## src/rtl/telem_pkg.sv

```systemverilog
package telem_pkg;

    typedef enum logic [1:0] {
        TX_IDLE  = 2'd0,
        TX_START = 2'd1,
        TX_DATA  = 2'd2,
        TX_STOP  = 2'd3
    } tx_state_e;

endpackage

```

## src/rtl/telem_decim.sv

```systemverilog
module telem_decim #(
    parameter int N_CH  = 8,
    parameter int CH_W  = 3,
    parameter int DECIM = 4
) (
    input  logic            clk,
    input  logic            rst_n,
    input  logic            in_valid_i,
    input  logic [CH_W-1:0] in_ch_i,
    output logic            keep_o
);
    localparam int CNT_W = (DECIM > 1) ? $clog2(DECIM) : 1;

    logic [CNT_W-1:0] phase [N_CH];
    logic [N_CH-1:0]  at_zero;

    for (genvar g = 0; g < N_CH; g++) begin : g_chan
        always_ff @(posedge clk) begin
            if (!rst_n) begin
                phase[g] <= '0;
            end else if (in_valid_i && in_ch_i == CH_W'(g)) begin
                if (phase[g] == CNT_W'(DECIM - 1))
                    phase[g] <= '0;
                else
                    phase[g] <= phase[g] + 1'b1;
            end
        end
        assign at_zero[g] = (phase[g] == '0);
    end

    always_comb begin
        keep_o = 1'b0;
        for (int i = 0; i < N_CH; i++) begin
            if (in_valid_i && in_ch_i == CH_W'(i) && at_zero[i])
                keep_o = 1'b1;
        end
    end

    AST_DECIM_GAP: assert property (@(posedge clk) disable iff (!rst_n)
        keep_o |=> !(keep_o && in_ch_i == $past(in_ch_i)));

endmodule

```

## src/rtl/telem_crc.sv

```systemverilog
module telem_crc #(
    parameter int           MSG_W = 13,
    parameter int           CRC_W = 7,
    parameter logic [CRC_W-1:0] POLY = 7'h09
) (
    input  logic [MSG_W-1:0] msg_i,
    output logic [CRC_W-1:0] crc_o
);
    always_comb begin
        logic [CRC_W-1:0] acc;
        logic             fb;
        acc = '0;
        for (int i = MSG_W - 1; i >= 0; i--) begin
            fb  = msg_i[i] ^ acc[CRC_W-1];
            acc = {acc[CRC_W-2:0], 1'b0};
            if (fb)
                acc = acc ^ POLY;
        end
        crc_o = acc;
    end

endmodule

```

## src/rtl/telem_frame_tx.sv

```systemverilog
module telem_frame_tx
    import telem_pkg::*;
#(
    parameter int CHAR_W   = 8,
    parameter int N_CHARS  = 3,
    parameter int BIT_CLKS = 1
) (
    input  logic                        clk,
    input  logic                        rst_n,
    input  logic                        load_i,
    input  logic [N_CHARS*CHAR_W-1:0]   word_i,
    output logic                        ser_o,
    output logic                        busy_o
);
    localparam int WORD_W = N_CHARS * CHAR_W;
    localparam int TICK_W = (BIT_CLKS > 1) ? $clog2(BIT_CLKS) : 1;
    localparam int BIDX_W = (CHAR_W > 1) ? $clog2(CHAR_W) : 1;
    localparam int CIDX_W = (N_CHARS > 1) ? $clog2(N_CHARS) : 1;

    tx_state_e          state_q, state_d;
    logic [WORD_W-1:0]  shreg;
    logic [TICK_W-1:0]  tick;
    logic [BIDX_W-1:0]  bit_idx;
    logic [CIDX_W-1:0]  char_idx;
    logic               bit_done;
    logic               last_bit;
    logic               last_char;

    assign bit_done  = (tick == TICK_W'(BIT_CLKS - 1));
    assign last_bit  = (bit_idx == BIDX_W'(CHAR_W - 1));
    assign last_char = (char_idx == CIDX_W'(N_CHARS - 1));

    // state register
    always_ff @(posedge clk) begin
        if (!rst_n)
            state_q <= TX_IDLE;
        else
            state_q <= state_d;
    end

    // transitions
    always_comb begin
        state_d = state_q;
        unique case (state_q)
            TX_IDLE:  if (load_i)                state_d = TX_START;
            TX_START: if (bit_done)              state_d = TX_DATA;
            TX_DATA:  if (bit_done && last_bit)  state_d = TX_STOP;
            TX_STOP:  if (bit_done)              state_d = last_char ? TX_IDLE : TX_START;
        endcase
    end

    // datapath: shift register and counters
    always_ff @(posedge clk) begin
        if (!rst_n) begin
            shreg    <= '0;
            tick     <= '0;
            bit_idx  <= '0;
            char_idx <= '0;
        end else if (state_q == TX_IDLE) begin
            tick     <= '0;
            bit_idx  <= '0;
            char_idx <= '0;
            if (load_i)
                shreg <= word_i;
        end else begin
            tick <= bit_done ? '0 : tick + 1'b1;
            if (bit_done && state_q == TX_DATA) begin
                shreg   <= shreg >> 1;
                bit_idx <= bit_idx + 1'b1;
            end
            if (bit_done && state_q == TX_STOP) begin
                bit_idx  <= '0;
                char_idx <= char_idx + 1'b1;
            end
        end
    end

    // outputs
    always_comb begin
        ser_o  = 1'b1;
        busy_o = 1'b1;
        unique case (state_q)
            TX_IDLE:  busy_o = 1'b0;
            TX_START: ser_o  = 1'b0;
            TX_DATA:  ser_o  = shreg[0];
            TX_STOP:  ser_o  = 1'b1;
        endcase
    end

    AST_LOAD_STARTS: assert property (@(posedge clk) disable iff (!rst_n)
        (load_i && !busy_o) |=> (busy_o && !ser_o));
    AST_END_ON_STOP: assert property (@(posedge clk) disable iff (!rst_n)
        $fell(busy_o) |-> $past(ser_o));
    AST_IDLE_LINE: assert property (@(posedge clk) disable iff (!rst_n)
        !busy_o |-> ser_o);

endmodule

```

## src/rtl/telem_framer.sv

```systemverilog
module telem_framer #(
    parameter int N_CH     = 8,
    parameter int CH_W     = 3,
    parameter int SAMP_W   = 10,
    parameter int CRC_W    = 7,
    parameter int DECIM    = 4,
    parameter int CHAR_W   = 8,
    parameter int BIT_CLKS = 1
) (
    input  logic              clk,
    input  logic              rst_n,
    input  logic              smp_valid,
    input  logic [CH_W-1:0]   smp_chan,
    input  logic [SAMP_W-1:0] smp_data,
    output logic              ser_out,
    output logic              busy,
    output logic              overflow
);
    localparam int MSG_W   = CH_W + SAMP_W;
    localparam int BODY_W  = MSG_W + CRC_W;
    localparam int N_CHARS = (BODY_W + CHAR_W - 1) / CHAR_W;
    localparam int WORD_W  = N_CHARS * CHAR_W;
    localparam int PAD_W   = WORD_W - BODY_W;

    logic              keep;
    logic              accept;
    logic [CRC_W-1:0]  crc;
    logic [WORD_W-1:0] word;

    telem_decim #(.N_CH(N_CH), .CH_W(CH_W), .DECIM(DECIM)) i_decim (
        .clk        (clk),
        .rst_n      (rst_n),
        .in_valid_i (smp_valid),
        .in_ch_i    (smp_chan),
        .keep_o     (keep)
    );

    telem_crc #(.MSG_W(MSG_W), .CRC_W(CRC_W), .POLY(CRC_W'(9))) i_crc (
        .msg_i (MSG_W'({smp_chan, smp_data})),
        .crc_o (crc)
    );

    if (PAD_W > 0) begin : g_pad
        assign word = {{PAD_W{1'b0}}, crc, smp_data, smp_chan};
    end else begin : g_nopad
        assign word = {crc, smp_data, smp_chan};
    end

    assign accept = keep && !busy;

    telem_frame_tx #(.CHAR_W(CHAR_W), .N_CHARS(N_CHARS), .BIT_CLKS(BIT_CLKS)) i_tx (
        .clk    (clk),
        .rst_n  (rst_n),
        .load_i (accept),
        .word_i (word),
        .ser_o  (ser_out),
        .busy_o (busy)
    );

    always_ff @(posedge clk) begin
        if (!rst_n)
            overflow <= 1'b0;
        else if (keep && busy)
            overflow <= 1'b1;
    end

    AST_OVF_SET: assert property (@(posedge clk) disable iff (!rst_n)
        (keep && busy) |=> overflow);
    AST_OVF_STICKY: assert property (@(posedge clk) disable iff (!rst_n)
        overflow |=> overflow);
    AST_DROP_KEEPS_BUSY: assert property (@(posedge clk) disable iff (!rst_n)
        (keep && busy && !$past(!busy)) |=> busy || $past(ser_out));

endmodule

```

## config.mk

```make
export PLATFORM = sky130hd
export DESIGN_NAME = telem_framer
export DESIGN_NICKNAME = d
export VERILOG_FILES = /design/src/rtl/telem_pkg.sv /design/src/rtl/telem_decim.sv /design/src/rtl/telem_crc.sv /design/src/rtl/telem_frame_tx.sv /design/src/rtl/telem_framer.sv
export SDC_FILE = /design/constraint.sdc
export NUM_CORES = 1
export LEC_CHECK = 0
export BUFFER_PORTS_ARGS = -buffer_cell sky130_fd_sc_hd__buf_2
export CORE_MARGIN = 2
export CORE_UTILIZATION = 35
export CTS_BUF_LIST = sky130_fd_sc_hd__clkbuf_4 sky130_fd_sc_hd__clkbuf_8
export CTS_CLUSTER_DIAMETER = 120
export CTS_CLUSTER_SIZE = 40
export DETAILED_ROUTE_END_ITERATION = 6
export SLEW_MARGIN = 20
export SYNTH_ARGS = -nofsm -noshare
export SYNTH_HDL_FRONTEND = slang
export SYNTH_HIERARCHICAL = 1
export SYNTH_SLANG_ARGS = --single-unit
```

## constraint.sdc

```tcl
create_clock -name clk -period 7.5 [get_ports clk]
set_input_delay 0 -clock clk [delete_from_list [all_inputs] [get_ports clk]]
set_output_delay 0 -clock clk [all_outputs]
set_load 0.03 [all_outputs]
```

Word level (Yosys, flattened, before mapping)
Memories as Yosys holds them, arrays and structs flattened. Cells that the tools add are included. W data, S select, Z words.

Memories: 1. Memory bits (writable): 16. Flip-flop bits (word level): 33. Input bits: 16.

Bitwise logic cells: 42. Reduce and logical (&&, ||, !) cells: 37. Eq/ne operators: 24. Add/sub/neg operators: 11. Multiplexer cells: 113.

Memory list: i_decim.phase (words 8, bits a word 2, read ports 8, clocked after memory_dff 0, wr ports 8, RTL line telem_decim.sv:14) `logic [CNT_W-1:0] phase [N_CH];`.

Operators with widths (number): $mux W1 (75); $mux W24 (3); $mux W4 (13); $mux W2 (20); $not A2 Y2 (12); $eq A2 B2 Y1 const B (11); $logic_and A1 B1 Y1 (21); $add A2 B1 Y2 const B (9); $logic_not A2 Y1 (9); $or A1 B1 Y1 (16); $eq A3 B3 Y1 const B (5); $xor A1 B1 Y1 (9); $pmux W2 S4 (1); $eq A3 B2 Y1 const B (2); $ne A2 B2 Y1 const B (3); $reduce_or A3 Y1 (2); $reduce_and A4 Y1 (1); $add A3 B1 Y3 const B (1); $eq A3 B1 Y1 const B (1); $logic_not A3 Y1 (1); $xor A1 B1 Y1 const B (3); $eq A2 B1 Y1 const B (1); $ne A2 B1 Y1 const B (1); $not A1 Y1 (2); 5 further kinds (5).

Longest topological paths before layout
Depth after elaboration: 27. Depth in mapped cells: 12. Depth with buffers taken out: 9.

By module
Netlist, hierarchy kept.

By module, submodules not included: telem_frame_tx (instances 1, area an instance 1640.3 um^2, cells each 160); telem_decim (instances 1, area an instance 1054.8 um^2, cells each 101); telem_crc (instances 1, area an instance 270.3 um^2, cells each 20); telem_framer (instances 1, area an instance 43.8 um^2, cells each 5).

Worst setup path before layout
OpenSTA, ideal clock, no wires.

Path kind: register -> register. Start point: memory i_decim/phase[0][6] (netlist bit). End point: register i_tx.shreg[0]. Required time: 7.384 ns. Library setup time: 0.116 ns. Slack: 5.000 ns. Data arrival time: 2.384 ns. Buffers on the path: 3. Clock period less this slack: 2.500 ns. Cell stages (with the launch flop): 13. Cells stage by stage: edfxtp_1 inv_1 ha_1 mux2i_1 nor3_1 or4_1 and2b_2 and2_4 buf_6 or2_1 buf_6 buf_6 o211a_1.

RTL lines: start, declared (RTL line telem_decim.sv:14); end signal, assigned (RTL line telem_frame_tx.sv:64) `shreg <= word_i;`; end signal, assigned (RTL line telem_frame_tx.sv:68) `shreg <= shreg >> 1;`; end, declared (RTL line telem_frame_tx.sv:21) `logic [WORD_W-1:0] shreg;`.

==> reports/summary.txt <==
outcome: complete, no violations
Die Wd: 96.7 um
register area share after synthesis: 0.379
Max Clock Skew: 6.17 ps
worst skew pair latency: 300 ps
critical path peak fanout: 26
count leader, synth: dfxtp_1
uppermost layer routed: met4
Pleak: 1.67 nW
max incr delay on CP: 580 ps
Post-CTS Setup Inserts: 0
initial antenna violation count: 0
Wirelength per Cell: 14.5 um
hold depth: 4
r2r worst-path depth: 9
overall routed net length: 5840 um
setup repair after global routing missed its margin: no
hold_sp: smp_data[1]
first-pass GRT wire length: 10,000 um
first-pass iteration count of the detailed router: 4
final setup vio count: 0
# DRC: 0
PortBufs: 18
Post-CTS Resized: 0
HPWL after detailed placement: 3940 um
met1 wire length: 2990 um
PnR worst setup slack: 4610 ps
Worst Hold Class: in -> reg
synthesized netlist cell count: 286
Root Driver: clkbuf_8
Nets: 335
vias in the first global route: 2,084
relative slew slack: 0.442
Peak Freq: 346 MHz
CTS sink count: 49
layout cell share with drive strength beyond 1: 0.108
worst-margin pin slew: 837 ps
crit-path cells: inv_1 > ha_1 > mux2i_1 > nor3_1 > or4_1 > and2b_2 > and2_4 > or2_1 > o211a_1
WP data required: 7700 ps
Final Cell Area: 3240 um2
crit end category: register
r2r endpoint: i_tx/shreg[12]
Mapped Area: 3010 um2
CTS Buffer Depth: 2
Setup Total Neg Slack: 0 ps
H-tree depth: 2
top-area cell type share of the netlist area: 0.220
area grow syn2layout: 7.82%
diodes inserted: 0
Synth warnings: 6
die area: 9350 um2
TritonCTS clock tree: built
ys async rst share: 0
DP Worst Slack: 4620 ps
Startpoint Class: register
number of synthesized flops with an enable pin: 16
Area after DPL: 3130 um2
worst flop-to-flop path startpoint: i_decim/phase[0][6]
WL met2: 2580 um
met3 wire length: 226 um
hold_buf cts: 0
part of the cycle the worst path needs: 0.385
Worst Path Arrival: 3090 ps
crit path kind: reg -> reg
post-synth top area cell: dfxtp_1
core area: 8260 um2
Initial Util: 0.364
VDD IR-drop max: 0.000159 V
Final ANT Viol Nets: 0
routability cong.: 0.697
I/O pin cnt: 19
final hold violations: 0
CP max stage cell: or4_1
Inserted Clock Buffers: 5
syn_area_per_cell: 10.5 um2
Slew Limit Fails: 0
Reg clk slew, reported paths: 90 ps
PwrDens: 269 nW/um2
maxcap violations: 0
crit path time final: 2890 ps
pin count of the biggest net entering global routing: 40
synth unique cells: 41
Synth area leaders: dfxtp_1 22%, edfxtp_1 16%, mux2i_1 10%
Die H: 96.7 um
R2R setup slack: 4610 ps
row count: 33
Synth Flop Type: dfxtp_1
Hold Path End: i_tx/shreg[4]
#FFs+latches synth: 49
Via-to-Cell Ratio: 5.00
Commonest cells post-synth: 33 x dfxtp_1, 31 x mux2i_1, 31 x o21ai_0, 28 x inv_1
Remaining Overflow, GRT: 0
vias: 2,011
DR iter-0 viols: 93
GRT Overall Usage: 0.129
[power by group]
part | internal, mW | total (mW) | leakage (nW) | switching (mW)
combinational | 0.154 | 0.330 | 1.17 | 0.177
sequential | 0.318 | 0.344 | 0.436 | 0.0264
clock | 0.109 | 0.198 | 0.0617 | 0.0890
total | 0.581 | 0.873 | 1.67 | 0.292
[per-layer routing]
layer	vias to the layer above	track usage
met2	34	0.199
li1	1034	-
met4	0	0.0325
met3	4	0.0296
met5	-	0
met1	939	0.184
[worst max-delay path, delay by kind of cell (launching register included)]
kind | cells | cell delay, ps
AOI/OAI and AO/OA | 1 | 350
adders and majority gates | 1 | 200
buffers and inverters | 1 | 50
DFF | 1 | 380
muxes | 1 | 130
and+or+nand+nor | 5 | 1670
[sequential cells by signal (all words and copies together) (netlist names)]
name           flops
i_tx/state_q       2
i_decim/phase     16
i_tx/char_idx      2
i_tx/bit_idx       3
i_tx/tick          1
i_tx/shreg        24
overflow           1
[cells in the final DEF, fill, tap and decap left out, drive strengths merged, types with 2 or more instances in the layout]
master	count
dfxtp	33
o21ai	31
mux2i	31
inv	29
ha	23
o211a	23
buf	19
edfxtp	16
nor4	14
xnor2	11
clkbuf	6
nand2	6
nand2b	5
conb	5
nor2	5
xnor3	4
nor3	4
xor2	4
nor2b	3
nand3	3
nor3b	3
or2	3
xor3	2
[worst max path at each step]
stage                        start        endpoint  slack, ps  depth (start not counted)
6_report       i_decim/phase[0][6]  i_tx/shreg[12]       4610                          9
5_1_grt        i_decim/phase[0][6]  i_tx/shreg[12]       4400                          9
4_1_cts        i_decim/phase[0][6]  i_tx/shreg[12]       4600                          9
3_5_place_dp   i_decim/phase[0][6]  i_tx/shreg[12]       4620                          9
3_3_place_gp       i_tx/state_q[0]   i_tx/shreg[8]       4490                          6
2_1_floorplan  i_decim/phase[0][6]   i_tx/shreg[0]       5000                         12
[area by class of cell]
| class | instances | area [um2] |
|---|---|---|
| Fill cell | 813 | 5010 |
| Inverter | 28 | 105 |
| Clock inverter | 2 | 36.3 |
| Multi-Input combinational cell | 193 | 1650 |
| Clock buffer | 6 | 82.6 |
| Timing Repair Buffer | 19 | 97.6 |
| Tap cell | 105 | 131 |
| Sequential cell | 49 | 1140 |
[cells by family after synthesis]
family          share of synthesized area
buf+inv                            0.0782
mux                                 0.103
other cells                       0.00250
simple gates                        0.100
xor+xnor                           0.0919
fa+ha+maj                          0.0956
flops                               0.379
compound gates                      0.149
[metrics by stage]
stage	instances	hold slack [ps]	utilization	power, mW
detailed placement	394	427	0.378	0.681
global placement	394	425	0.378	0.676
CTS	402	110	0.393	0.883
global route	402	147	0.393	0.933
finish	402	124	0.393	0.873
floorplan	289	128	-	0.637
(Power assumes the default switching activity.)
